## src/rtl/rxd_pkg.sv

```systemverilog
package rxd_pkg;

   typedef enum logic [2:0] {
      F_STOP  = 3'd0,
      F_FETCH = 3'd1,
      F_RSP   = 3'd2,
      F_IDLE  = 3'd3,
      F_XFER  = 3'd4,
      F_WB    = 3'd5,
      F_SUSP  = 3'd6
   } fsm_t;

   localparam logic [1:0] RS_STOPPED   = 2'd0;
   localparam logic [1:0] RS_RUNNING   = 2'd1;
   localparam logic [1:0] RS_SUSPENDED = 2'd2;

   function automatic logic [1:0] fsm_to_run_state(input fsm_t s);
      case (s)
         F_STOP:  return RS_STOPPED;
         F_SUSP:  return RS_SUSPENDED;
         default: return RS_RUNNING;
      endcase
   endfunction

endpackage

```

## src/rtl/rxd_read_tracker.sv

```systemverilog
module rxd_read_tracker #(
   parameter int RD_LAT = 1
) (
   input  logic clk,
   input  logic rst_n,
   input  logic issue,
   output logic rsp_valid
);

   generate
      if (RD_LAT == 1) begin : g_single
         logic v_q;
         always_ff @(posedge clk) begin
            if (!rst_n) v_q <= 1'b0;
            else        v_q <= issue;
         end
         assign rsp_valid = v_q;
      end else begin : g_pipe
         logic [RD_LAT-1:0] v_sr;
         always_ff @(posedge clk) begin
            if (!rst_n) v_sr <= '0;
            else        v_sr <= {v_sr[RD_LAT-2:0], issue};
         end
         assign rsp_valid = v_sr[RD_LAT-1];
      end
   endgenerate

endmodule

```

## src/rtl/rxd_ptr_unit.sv

```systemverilog
module rxd_ptr_unit #(
   parameter int ADDR_W     = 16,
   parameter int DESC_BYTES = 16,
   parameter bit USE_EOR    = 1'b1
) (
   input  logic              clk,
   input  logic              rst_n,
   input  logic              load_en,
   input  logic [ADDR_W-1:0] load_addr,
   input  logic              accept,
   input  logic              eor_in,
   input  logic              advance,
   output logic [ADDR_W-1:0] cur_ptr,
   output logic [ADDR_W-1:0] base_ptr
);

   localparam logic [ADDR_W-1:0] STEP = ADDR_W'(DESC_BYTES);

   logic [ADDR_W-1:0] base_q;
   logic [ADDR_W-1:0] cur_q;
   logic [ADDR_W-1:0] nxt_ptr;

   generate
      if (USE_EOR) begin : g_ring_flag
         logic eor_q;
         always_ff @(posedge clk) begin
            if (!rst_n)      eor_q <= 1'b0;
            else if (accept) eor_q <= eor_in;
         end
         assign nxt_ptr = eor_q ? base_q : cur_q + STEP;
      end else begin : g_linear
         logic unused_eor;
         assign unused_eor = accept & eor_in;
         assign nxt_ptr    = cur_q + STEP;
      end
   endgenerate

   always_ff @(posedge clk) begin
      if (!rst_n) begin
         base_q <= '0;
         cur_q  <= '0;
      end else if (load_en) begin
         base_q <= load_addr;
         cur_q  <= load_addr;
      end else if (advance) begin
         cur_q  <= nxt_ptr;
      end
   end

   assign cur_ptr  = cur_q;
   assign base_ptr = base_q;

endmodule

```

## src/rtl/rxd_sticky_flag.sv

```systemverilog
module rxd_sticky_flag (
   input  logic clk,
   input  logic rst_n,
   input  logic set,
   input  logic clr,
   output logic flag
);

   logic flag_q;

   always_ff @(posedge clk) begin
      if (!rst_n)   flag_q <= 1'b0;
      else if (set) flag_q <= 1'b1;
      else if (clr) flag_q <= 1'b0;
   end

   assign flag = flag_q;

endmodule

```

## src/rtl/rxd_run_fsm.sv

```systemverilog
module rxd_run_fsm
   import rxd_pkg::*;
(
   input  logic       clk,
   input  logic       rst_n,
   input  logic       run_en,
   input  logic       frame_avail,
   input  logic       frame_done,
   input  logic       rsp_valid,
   input  logic       desc_own,
   output logic       desc_rd,
   output logic       desc_wb,
   output logic       xfer_active,
   output logic       accept,
   output logic       set_unavail,
   output logic       advance,
   output logic       is_stopped,
   output logic [1:0] run_state
);

   fsm_t st_q, st_nxt;
   logic frame_q;
   logic frame_rise;

   assign frame_rise = frame_avail & ~frame_q;

   always_ff @(posedge clk) begin
      if (!rst_n) begin
         st_q    <= F_STOP;
         frame_q <= 1'b0;
      end else begin
         st_q    <= st_nxt;
         frame_q <= frame_avail;
      end
   end

   always_comb begin
      st_nxt = st_q;
      case (st_q)
         F_STOP:  if (run_en) st_nxt = F_FETCH;
         F_FETCH: st_nxt = F_RSP;
         F_RSP: begin
            if (rsp_valid) st_nxt = desc_own ? F_IDLE : F_SUSP;
         end
         F_IDLE: begin
            if (!run_en)          st_nxt = F_STOP;
            else if (frame_avail) st_nxt = F_XFER;
         end
         F_XFER:  if (frame_done) st_nxt = F_WB;
         F_WB:    st_nxt = run_en ? F_FETCH : F_STOP;
         F_SUSP: begin
            if (!run_en)         st_nxt = F_STOP;
            else if (frame_rise) st_nxt = F_FETCH;
         end
         default: st_nxt = F_STOP;
      endcase
   end

   assign desc_rd     = (st_q == F_FETCH);
   assign desc_wb     = (st_q == F_WB);
   assign xfer_active = (st_q == F_XFER);
   assign advance     = (st_q == F_WB);
   assign accept      = (st_q == F_RSP) && rsp_valid && desc_own;
   assign set_unavail = (st_q == F_RSP) && rsp_valid && !desc_own;
   assign is_stopped  = (st_q == F_STOP);
   assign run_state   = fsm_to_run_state(st_q);

endmodule

```

## src/rtl/rxdesc_run_ctrl.sv

```systemverilog
module rxdesc_run_ctrl #(
   parameter int ADDR_W     = 16,
   parameter int DESC_BYTES = 16,
   parameter int RD_LAT     = 1,
   parameter bit USE_EOR    = 1'b1
) (
   input  logic              clk,
   input  logic              rst_n,
   input  logic              run_en,
   input  logic              base_wr,
   input  logic [ADDR_W-1:0] base_addr,
   input  logic              frame_avail,
   input  logic              frame_done,
   output logic              desc_rd,
   output logic [ADDR_W-1:0] desc_addr,
   input  logic              desc_own,
   input  logic              desc_eor,
   output logic              desc_wb,
   output logic              xfer_active,
   output logic [ADDR_W-1:0] cur_ptr,
   output logic [1:0]        run_state,
   output logic              buf_unavail,
   input  logic              buf_unavail_clr
);

   localparam int STEP_LOG2 = $clog2(DESC_BYTES);

   generate
      if ((DESC_BYTES < 4) || ((DESC_BYTES & (DESC_BYTES - 1)) != 0)) begin : g_bad_step
         $error("DESC_BYTES must be a power of two of at least 4");
      end
      if (ADDR_W <= STEP_LOG2 + 1) begin : g_bad_width
         $error("ADDR_W too narrow for DESC_BYTES");
      end
      if ((RD_LAT < 1) || (RD_LAT > 4)) begin : g_bad_lat
         $error("RD_LAT must lie in 1..4");
      end
   endgenerate

   logic              rsp_valid;
   logic              accept;
   logic              set_unavail;
   logic              advance;
   logic              is_stopped;
   logic [ADDR_W-1:0] base_ptr;
   logic [ADDR_W-1:0] ptr_w;
   logic              unused_base;

   rxd_run_fsm u_fsm (
      .clk         (clk),
      .rst_n       (rst_n),
      .run_en      (run_en),
      .frame_avail (frame_avail),
      .frame_done  (frame_done),
      .rsp_valid   (rsp_valid),
      .desc_own    (desc_own),
      .desc_rd     (desc_rd),
      .desc_wb     (desc_wb),
      .xfer_active (xfer_active),
      .accept      (accept),
      .set_unavail (set_unavail),
      .advance     (advance),
      .is_stopped  (is_stopped),
      .run_state   (run_state)
   );

   rxd_read_tracker #(.RD_LAT(RD_LAT)) u_rd_trk (
      .clk       (clk),
      .rst_n     (rst_n),
      .issue     (desc_rd),
      .rsp_valid (rsp_valid)
   );

   rxd_ptr_unit #(
      .ADDR_W     (ADDR_W),
      .DESC_BYTES (DESC_BYTES),
      .USE_EOR    (USE_EOR)
   ) u_ptr (
      .clk       (clk),
      .rst_n     (rst_n),
      .load_en   (base_wr & is_stopped),
      .load_addr (base_addr),
      .accept    (accept),
      .eor_in    (desc_eor),
      .advance   (advance),
      .cur_ptr   (ptr_w),
      .base_ptr  (base_ptr)
   );

   rxd_sticky_flag u_unavail (
      .clk   (clk),
      .rst_n (rst_n),
      .set   (set_unavail),
      .clr   (buf_unavail_clr),
      .flag  (buf_unavail)
   );

   assign unused_base = ^base_ptr;
   assign cur_ptr     = ptr_w;
   assign desc_addr   = ptr_w;

endmodule

```

## config.mk

```make
export PLATFORM = sky130hd
export DESIGN_NAME = rxdesc_run_ctrl
export DESIGN_NICKNAME = d
export VERILOG_FILES = /design/src/rtl/rxd_pkg.sv /design/src/rtl/rxd_read_tracker.sv /design/src/rtl/rxd_ptr_unit.sv /design/src/rtl/rxd_sticky_flag.sv /design/src/rtl/rxd_run_fsm.sv /design/src/rtl/rxdesc_run_ctrl.sv
export SDC_FILE = /design/constraint.sdc
export NUM_CORES = 1
export LEC_CHECK = 0
export BUFFER_PORTS_ARGS = -buffer_cell sky130_fd_sc_hd__buf_2
export CAP_MARGIN = 10
export CORE_AREA = 2 2 77 79
export CTS_BUF_LIST = sky130_fd_sc_hd__clkbuf_4 sky130_fd_sc_hd__clkbuf_8 sky130_fd_sc_hd__clkbuf_16
export CTS_CLUSTER_SIZE = 30
export DETAILED_ROUTE_END_ITERATION = 8
export DIE_AREA = 0 0 79 81
export PLACE_DENSITY_LB_ADDON = 0.2
export SLEW_MARGIN = 20
export SYNTH_ARGS = -nofsm -noshare
export SYNTH_HDL_FRONTEND = slang
export SYNTH_SLANG_ARGS = --single-unit
```

## constraint.sdc

```tcl
create_clock -name clk -period 1.8 [get_ports clk]
set_input_delay 0.18 -clock clk [delete_from_list [all_inputs] [get_ports clk]]
set_output_delay 0.18 -clock clk [all_outputs]
set_load 0.05 [all_outputs]
```

==> flow_summary.yaml, run 1 <==
timing:
  finClkSkew_ns: 0.00895
  min_period_ns: 1.66
  fin_crit_sh: 0.920
  rsz0062_at_grt: "false"
  max_freq_mhz: 604
  slew_headroom: 0.695
  slew_violations: 0
  setup_viol: 0
  hold_violations: 0
  fin_setup_tns_ns: 0
  tightest_slew_ns: 0.451
die:
  fp.coreArea_mm2: 0.00568
  fp.dieW_um: 79
  dieArea_mm2: 0.00640
  dieHeight_um: 81
  start_util: 0.381
  pin_count: 63
  placementRows: 28
drt:
  wirelength_um: 5020
  dr.pass1.iters: 4
  drc: 0
  wl_per_cell_um: 12.9
  routed.top_layer: "met4"
  drt-met1-wl_um: 2270
  wl_met3_um: 291
  drt.antenna.violating_nets: 0
  vias: 2006
  drtIter0Drc: 93
  via_per_inst: 5.14
  wl_met2_um: 2370
layout:
  drive_above_1_share: 0.298
  multi_input_area_mm2: 0.00116
  diodes: 0
  final_common_cell: "buf_2"
  fillers: 610
  fin_area_mm2: 0.00258
  layout.nets: 340
  layout_common_cells: "buf_2 (62), nand2_1 (42), dfxtp_1 (37)"
  seqCellArea_um2: 783
  layoutNonFillerInstCount: 390
  syn2layout_area_growth_pct: 19.4
synth:
  syn-instance-count: 265
  synth-async-reset-ratio: 0
  synth_nets: 291
  synth_largest_type_area_fraction: 0.362
  yosys.area.top_type: "dfxtp_1"
  synth_warnings: 0
  synthFlopType: "dfxtp_1"
  ys_ff_latch: 39
  synth_cell_types: 50
  synth-edff-count: 0
  synth_area_per_cell_um2: 8.15
  synth.area.top_cells: "dfxtp_1 (36%), nand2_1 (7.3%), a21boi_0 (6.3%)"
  ys_seq_area_frac: 0.362
  synth.cell_area_mm2: 0.00216
clocking:
  cts_setup_buffers: 0
  clockRootBuffer: "clkbuf_8"
  cts_buffers: 5
  path_clk_slew_ns: 0.08
  cts_tree: "yes"
  htreeDepth: 2
  cts_max_path_buffers: 2
  cts.sinks: 39
  clock_latency_ns: 0.29
placed_design:
  place_congestion: 0.861
  port_buffers: 62
  place_area_mm2: 0.00247
  dpl.cell_count: 382
  dp_hpwl_um: 3610
power_and_ir_drop:
  power.total_mw: 3.04
  vdd_ir_drop_max_uv: 481
  powerDensity_mw_per_mm2: 1180
  p_leak_nw: 1.15
grt:
  track_usage: 0.167
  grt_pass1_wl_um: 8390
  grt_max_degree: 18
  antenna_found_initial: 0
  grt_pass1_vias: 1885
  grt_overflow_total: 0
worst_setup_path:
  required_ns: 1.62
  arrival_ns: 1.48
  cp-start-kind: "flop"
  criticalPathCategory: "reg2out"
  r2r_setup_slack_ns: 0.18
  worst_setup_path_end_kind: "primary output"
  timing.critical_path.fanout_max: 17
run_status:
  status: "complete, no violations"
job:
  drv.max_cap_violation_count: 0
hold_path:
  hold_class: "in2reg"
==> cell families after synthesis <==
| group | share of synthesized area |
|---|---|
| AO/OA/AOI/OAI | 0.232 |
| multiplexers | 0.0330 |
| AND/OR/NAND/NOR | 0.239 |
| buffers and inverters | 0.108 |
| adder cells (fa/ha/maj) | 0.00579 |
| XOR/XNOR | 0.0203 |
| flip-flops | 0.362 |
==> state kept, by name (all words and copies together), names as in the netlist <==
register	cells
u_ptr.g_ring_flag.eor_q	1
u_rd_trk.rsp_valid	1
u_ptr.cur_ptr	16
u_fsm.frame_q	1
u_fsm.st_q	3
u_unavail.flag	1
u_ptr.base_ptr	16
==> worst paths after layout <==
path | start | end | cells past startpoint
max | u_fsm.st_q[0] | desc_wb | 4
max reg2reg | u_fsm.st_q[1] | u_ptr.cur_ptr[14] | 4
min reg2reg | u_ptr.base_ptr[1] | u_ptr.base_ptr[1] | 2
min | frame_avail | u_fsm.frame_q | 2
==> metal layers <==
| metal | vias to the layer above | GRT usage |
|---|---|---|
| met2 | 52 | 0.289 |
| met4 | 0 | 0.0724 |
| met1 | 925 | 0.195 |
| met3 | 7 | 0.0444 |
| met5 | - | 0 |
| li1 | 1022 | - |
==> cell usage after synthesis, types with 3 or more instances <==
cell type,count
nand2_1,42
dfxtp_1,39
a21boi_0,18
buf_4,18
o21ai_0,14
a21oi_1,13
nor2_1,13
clkbuf_1,9
and2_1,7
nor3_1,7
mux2i_1,6
nand3_1,6
nor2b_1,5
buf_2,4
inv_1,4
nand4_1,4
o21a_1,4
o221ai_1,4
a211oi_1,3
nand2b_1,3
nor3b_1,3
xor2_1,3
==> stage by stage <==
stage	hold WS (ns)	util	worst slack, ns
global placement	0.427	0.436	0.209
finish	0.124	0.454	0.145
detailed placement	0.430	0.436	0.187
CTS	0.116	0.454	0.00290
global route	0.147	0.454	0.0563
floorplan	0.302	-	0.00956
==> worst max-delay path, cell delays in order, from the launching register on <==
cell and delay (ns):
dfxtp_1 0.34, buf_4 0.22, nand3b_1 0.13, inv_2 0.19, buf_2 0.30
==> layout make-up <==
| cell class | instances | area share |
|---|---|---|
| Inverter | 4 | 0.00583 |
| Tap cell | 75 | 0.0364 |
| Clock buffer | 8 | 0.0403 |
| Multi-Input combinational cell | 187 | 0.450 |
| Sequential cell | 39 | 0.304 |
| Timing Repair Buffer | 77 | 0.164 |
==> where the power goes <==
| part | switching, mW | leakage [nW] | total, mW | internal [mW] |
|---|---|---|---|---|
| combinational | 0.894 | 0.769 | 1.28 | 0.386 |
| sequential | 0.0992 | 0.321 | 1.09 | 0.989 |
| clock | 0.304 | 0.0549 | 0.669 | 0.365 |
==> timing repair <==
| item | 4_1_cts | 5_1_grt |
|---|---|---|
| endpoints found under the setup margin | 0 | 1 |
| gates resized for setup | 0 | 1 |
| hold buffers | 0 | 0 |
| hold endpoints to repair | 0 | 0 |
No activity file was read; power rests on OpenSTA's default activity.
==> run 2, diff against run 1 <==
--- a/config.mk
+++ b/config.mk
@@ -5,13 +5,14 @@
 export SDC_FILE = /design/constraint.sdc
 export NUM_CORES = 1
 export LEC_CHECK = 0
+export ABC_AREA = 1
 export BUFFER_PORTS_ARGS = -buffer_cell sky130_fd_sc_hd__buf_2
 export CAP_MARGIN = 10
-export CORE_AREA = 2 2 77 79
+export CORE_AREA = 2 2 78 80
 export CTS_BUF_LIST = sky130_fd_sc_hd__clkbuf_4 sky130_fd_sc_hd__clkbuf_8 sky130_fd_sc_hd__clkbuf_16
 export CTS_CLUSTER_SIZE = 30
 export DETAILED_ROUTE_END_ITERATION = 8
-export DIE_AREA = 0 0 79 81
+export DIE_AREA = 0 0 80 82
 export PLACE_DENSITY_LB_ADDON = 0.2
 export SLEW_MARGIN = 20
 export SYNTH_ARGS = -nofsm -noshare
==> flow_summary.yaml, run 2 <==
clocking:
  cts_max_path_buffers: 2
  cts_resized: 0
  cts_buffers: 5
  path_clk_slew_ns: 0.07
  clockRootBuffer: "clkbuf_8"
  cts.sinks: 39
  cts_tree: "yes"
  clock_latency_ns: 0.28
  postCtsHoldBufs: 0
  htreeDepth: 2
  cts_setup_buffers: 0
placed_design:
  dp_hpwl_um: 3710
  port_buffers: 62
  place_area_mm2: 0.00245
  place_congestion: 0.821
synth:
  synthMuxAreaShare: 0
  synth_top_family_by_area: "simple AND/OR/NAND/NOR gates"
  synth_compound_area_frac: 0.151
  ys_ff_latch: 39
  synth.area.top_cells: "dfxtp_1 (36%), nand2_1 (17%), buf_4 (6.2%)"
  synth.cell_area_mm2: 0.00219
  synth_cell_types: 26
  synth_nets: 348
  synth_warnings: 0
  synth_area_per_cell_um2: 6.81
  synth_largest_type_area_fraction: 0.356
  syn-instance-count: 322
  yosys.area_share.simple: 0.317
  synth_common_cells: "nand2_1 (98), dfxtp_1 (39), inv_1 (30), nor2_1 (28), a21oi_1 (23)"
  synth-edff-count: 0
  yosys.area.top_type: "dfxtp_1"
  ys_seq_area_frac: 0.356
  synthXorXnorAreaFrac: 0.0160
  synthMostInstantiatedCell: "nand2_1"
  synthAdderAreaFrac: 0.00571
  synth-async-reset-ratio: 0
  synthFlopType: "dfxtp_1"
drt:
  vias: 2062
  routed.top_layer: "met4"
  drt.antenna.violating_nets: 0
  wirelength_um: 5080
  wl_per_cell_um: 11.4
  drt-met1-wl_um: 2420
  via_per_inst: 4.63
  dr.pass1.iters: 4
  wl_met2_um: 2320
  wl_met3_um: 323
  drc: 0
  drtIter0Drc: 99
hold_path:
  hp-start: "frame_avail"
  hold_class: "in2reg"
worst_setup_path:
  worst_setup_path_end_kind: "flop"
  setup.worst_path.start: "u_fsm.st_q[1]"
  reg2reg_from: "u_fsm.st_q[1]"
  required_ns: 2.03
  criticalPathCategory: "reg2reg"
  arrival_ns: 1.78
  path_cells: "inv_2, nand2_4, nor2_4, nand2_4, inv_2, nand2_1, nand2_1, inv_1, a21oi_2"
  cp-start-kind: "flop"
  timing.critical_path.fanout_max: 21
  crit_slowest_cell: "dfxtp_1"
  max_stage_delay_ns: 0.34
power_and_ir_drop:
  pwr-share-comb: 0.597
  vdd_ir_drop_max_uv: 937
  p_clk_frac: 0.119
  p_leak_nw: 1.29
  p_int_mw: 2.11
  sw_frac_of_total: 0.546
  p_sw_mw: 2.54
  powerDensity_mw_per_mm2: 1840
  pwr-share-seq: 0.284
job:
  drv.max_cap_violation_count: 0
die:
  placementRows: 28
  start_util: 0.382
  dieHeight_um: 82
  fp.dieW_um: 80
  pin_count: 63
  dieArea_mm2: 0.00656
  fp.coreArea_mm2: 0.00575
layout:
  diodes: 0
  seqCellArea_um2: 781
  fillers: 643
  drive_above_1_share: 0.276
  layout.nets: 397
  layout_common_cells: "nand2_1 (98), buf_2 (62), dfxtp_1 (39)"
  syn2layout_area_growth_pct: 15.5
  multi_input_area_mm2: 0.00107
  fin_area_mm2: 0.00253
  final_common_cell: "nand2_1"
grt:
  antenna_found_initial: 0
  track_usage: 0.167
  grt_pass1_vias: 1848
  grt_max_degree: 25
  grt_overflow_total: 0
  grt_pass1_wl_um: 8400
timing:
  slew_headroom: 0.750
  tightest_slew_ns: 0.373
  max_freq_mhz: 642
  setup_viol: 0
  fin_setup_tns_ns: 0
  fin_crit_sh: 0.865
  finClkSkew_ns: 0.00642
  min_period_ns: 1.56
  slew_violations: 0
  hold_violations: 0
  rsz0062_at_grt: "false"
run_status:
  status: "complete, no violations"
run 2: per-stage QoR:
| stage | hold slack (ns) | setup WS [ns] | power, mW | utilization | std cells |
|---|---|---|---|---|---|
| after floorplan | 0.273 | 0.0175 | 3.78 | - | 322 |
| after global placement | 0.391 | 0.289 | 4.13 | 0.427 | 439 |
| after detailed placement | 0.391 | 0.232 | 4.14 | 0.427 | 439 |
| after CTS | 0.0906 | 0.218 | 4.71 | 0.441 | 445 |
| after global routing | 0.0951 | 0.0472 | 5.01 | 0.441 | 445 |
| final | 0.0937 | 0.243 | 4.66 | 0.441 | 445 |
run 2: layout make-up:
cell class,count,area share
clock buffer,6,0.0302
inverter,35,0.0519
multi-input combinational,221,0.424
sequential,39,0.308
tap,75,0.0371
timing repair buffer,69,0.148
run 2: critical path, delay by kind of cell, from the launching register on:
| kind | cells | cell delay, ns |
|---|---|---|
| flip-flops | 1 | 0.34 |
| buffers and inverters | 3 | 0.44 |
| AO/OA/AOI/OAI | 1 | 0.11 |
| AND/OR/NAND/NOR | 5 | 0.59 |
run 2: power groups by stage:
stage	registers, mW	clock network (mW)	logic, mW
final	1.32	0.555	2.78
after global routing	1.36	0.626	3.02
after CTS	1.32	0.581	2.80
after detailed placement	1.34	0	2.80
after global placement	1.33	0	2.79
after floorplan	1.79	0	1.99
run 2: kinds of logic after synthesis:
logic type / Yosys count
xor gates and xnor gates: 4
and+or+nand+nor: 158
DFF: 39
AOI/OAI and AO/OA: 58
buffers and inverters: 62
adders and majority gates: 1
run 2: final timing paths:
kind                             to  slack (ns)  cells after the start
hold reg to reg   u_ptr.base_ptr[5]        0.47                      2
setup reg to reg   u_ptr.cur_ptr[7]        0.24                      9
hold / removal        u_fsm.frame_q        0.09                      3
setup / recovery   u_ptr.cur_ptr[7]        0.24                      9
run 2: layer usage:
layer | global-route usage | up-vias
met4 | 0.0390 | 0
met1 | 0.204 | 906
li1 | - | 1094
met3 | 0.0495 | 2
met5 | 0 | -
met2 | 0.288 | 60
==> run 3, diff against run 2 <==
--- a/config.mk
+++ b/config.mk
@@ -8,11 +8,11 @@
 export ABC_AREA = 1
 export BUFFER_PORTS_ARGS = -buffer_cell sky130_fd_sc_hd__buf_2
 export CAP_MARGIN = 10
-export CORE_AREA = 2 2 78 80
+export CORE_AREA = 2 2 72 74
 export CTS_BUF_LIST = sky130_fd_sc_hd__clkbuf_4 sky130_fd_sc_hd__clkbuf_8 sky130_fd_sc_hd__clkbuf_16
 export CTS_CLUSTER_SIZE = 30
 export DETAILED_ROUTE_END_ITERATION = 8
-export DIE_AREA = 0 0 80 82
+export DIE_AREA = 0 0 74 76
 export PLACE_DENSITY_LB_ADDON = 0.2
 export SLEW_MARGIN = 20
 export SYNTH_ARGS = -nofsm -noshare
==> flow_summary.yaml, run 3 (same netlist as run 2, synthesis figures left out) <==
drt:
  vias: 2089
  via_per_inst: 4.72
  wl_per_cell_um: 11.5
  drc: 0
  drt.antenna.violating_nets: 0
  wirelength_um: 5110
  drtIter0Drc: 62
  dr.pass1.iters: 4
timing:
  max_freq_mhz: 639
  rsz0062_at_grt: "false"
  setup_viol: 0
  layout_setup_ws_ns: 0.236
  fin_setup_tns_ns: 0
  tightest_slew_ns: 0.418
  finClkSkew_ns: 0.00342
  slew_headroom: 0.720
  fin_crit_sh: 0.869
  hold_violations: 0
  min_period_ns: 1.56
  slew_violations: 0
clocking:
  postCtsHoldBufs: 0
  clock_latency_ns: 0.29
  cts_setup_buffers: 0
  cts.sinks: 39
  clockRootBuffer: "clkbuf_8"
  cts_max_path_buffers: 2
  cts_tree: "yes"
  path_clk_slew_ns: 0.08
  cts_buffers: 5
  htreeDepth: 2
  cts_resized: 0
die:
  fp.coreArea_mm2: 0.00491
  pin_count: 63
  dieHeight_um: 76
  placementRows: 26
  dieArea_mm2: 0.00562
  fp.dieW_um: 74
  start_util: 0.446
layout:
  syn2layout_area_growth_pct: 16.2
  layout_common_cells: "nand2_1 (98), buf_2 (62), dfxtp_1 (39)"
  final_util: 0.519
  final_common_cell: "nand2_1"
  drive_above_1_share: 0.282
  fillers: 527
  layout.nets: 398
  diodes: 0
worst_setup_path:
  timing.critical_path.fanout_max: 7
  cp_num_buf_inv: 0
  path_cells: "ha_1, nand3_1, nor2_1, nand2_1, nand2_1, nand3_1, a21oi_2, nor2_1"
  arrival_ns: 1.75
  worst_setup_path_end_kind: "flop"
  max_stage_delay_ns: 0.44
  crit_family: "simple AND/OR/NAND/NOR gates"
  reg2reg_from: "u_ptr.cur_ptr[4]"
  cp-start-kind: "flop"
  crit_slowest_cell: "dfxtp_1"
  required_ns: 1.99
  r2r_end: "u_ptr.cur_ptr[12]"
  reg2reg_depth: 8
  r2r_setup_slack_ns: 0.24
  criticalPathCategory: "reg2reg"
power_and_ir_drop:
  powerDensity_mw_per_mm2: 1870
  sw_frac_of_total: 0.541
  pwr-share-seq: 0.278
  vdd_ir_drop_max_uv: 730
  pwr-share-comb: 0.581
  p_int_mw: 2.19
  p_clk_frac: 0.140
  p_sw_mw: 2.58
  p_leak_nw: 1.31
  power.total_mw: 4.77
run_status:
  status: "complete, no violations"
job:
  drv.max_cap_violation_count: 0
hold_path:
  hp-start: "frame_avail"
  hold_class: "in2reg"
  min_to: "u_fsm.frame_q"
  hold-path-cell-count: 3
placed_design:
  place_congestion: 0.824
  port_buffers: 62
  dp_hpwl_um: 3670
  post-place-ws_ns: 0.223
grt:
  grt_pass1_wl_um: 8620
  antenna_found_initial: 0
  grt_overflow_total: 0
  track_usage: 0.193
  grt_pass1_vias: 1919
  grt_max_degree: 19
==> run 3: worst max path at each step <==
stage                      from                end  cells past startpoint
2_1_floorplan  u_ptr.cur_ptr[4]  u_ptr.cur_ptr[12]                      8
3_5_place_dp   u_ptr.cur_ptr[4]  u_ptr.cur_ptr[12]                      8
4_1_cts        u_ptr.cur_ptr[4]  u_ptr.cur_ptr[12]                      8
5_1_grt           u_fsm.st_q[1]   u_ptr.cur_ptr[2]                     10
3_3_place_gp   u_ptr.cur_ptr[4]  u_ptr.cur_ptr[12]                      8
6_report       u_ptr.cur_ptr[4]  u_ptr.cur_ptr[12]                      8
==> run 3: final cells by class <==
| class | instances | area (um2) | area share |
|---|---|---|---|
| clock buffer | 8 | 104 | 0.0408 |
| sequential | 39 | 781 | 0.306 |
| inverter | 35 | 131 | 0.0516 |
| multi-input combinational | 221 | 1070 | 0.421 |
| tap | 70 | 87.6 | 0.0344 |
| timing repair buffer | 70 | 370 | 0.145 |
==> run 3: worst min-delay path: stages <==
cell and delay (ns):
buf_2 0.10, nand2_1 0.04, inv_1 0.04
==> run 3: metal layers <==
metal | part of all wire | routed length [um] | track usage | vias to the layer above
li1 | - | - | - | 1099
met5 | 0 | 0 | 0 | -
met2 | 0.46 | 2360 | 0.326 | 61
met3 | 0.059 | 303 | 0.0450 | 7
met1 | 0.47 | 2390 | 0.241 | 922
met4 | 0.011 | 54 | 0.0582 | 0
==> run 3: stage by stage <==
stage	hold slack (ns)	area, um2	cells
after detailed placement	0.402	2440	435
final	0.0954	2550	443
after floorplan	0.273	2190	322
after global placement	0.395	2440	435
after CTS	0.0915	2550	443
after global routing	0.109	2550	443
==> run 3: power by group through the flow <==
stage | clock network, mW | registers (mW) | logic [mW]
6_report | 0.669 | 1.33 | 2.77
5_1_grt | 0.735 | 1.37 | 3.03
4_1_cts | 0.692 | 1.33 | 2.79
3_5_place_dp | 0 | 1.35 | 2.78
3_3_place_gp | 0 | 1.34 | 2.77
2_1_floorplan | 0 | 1.79 | 1.99
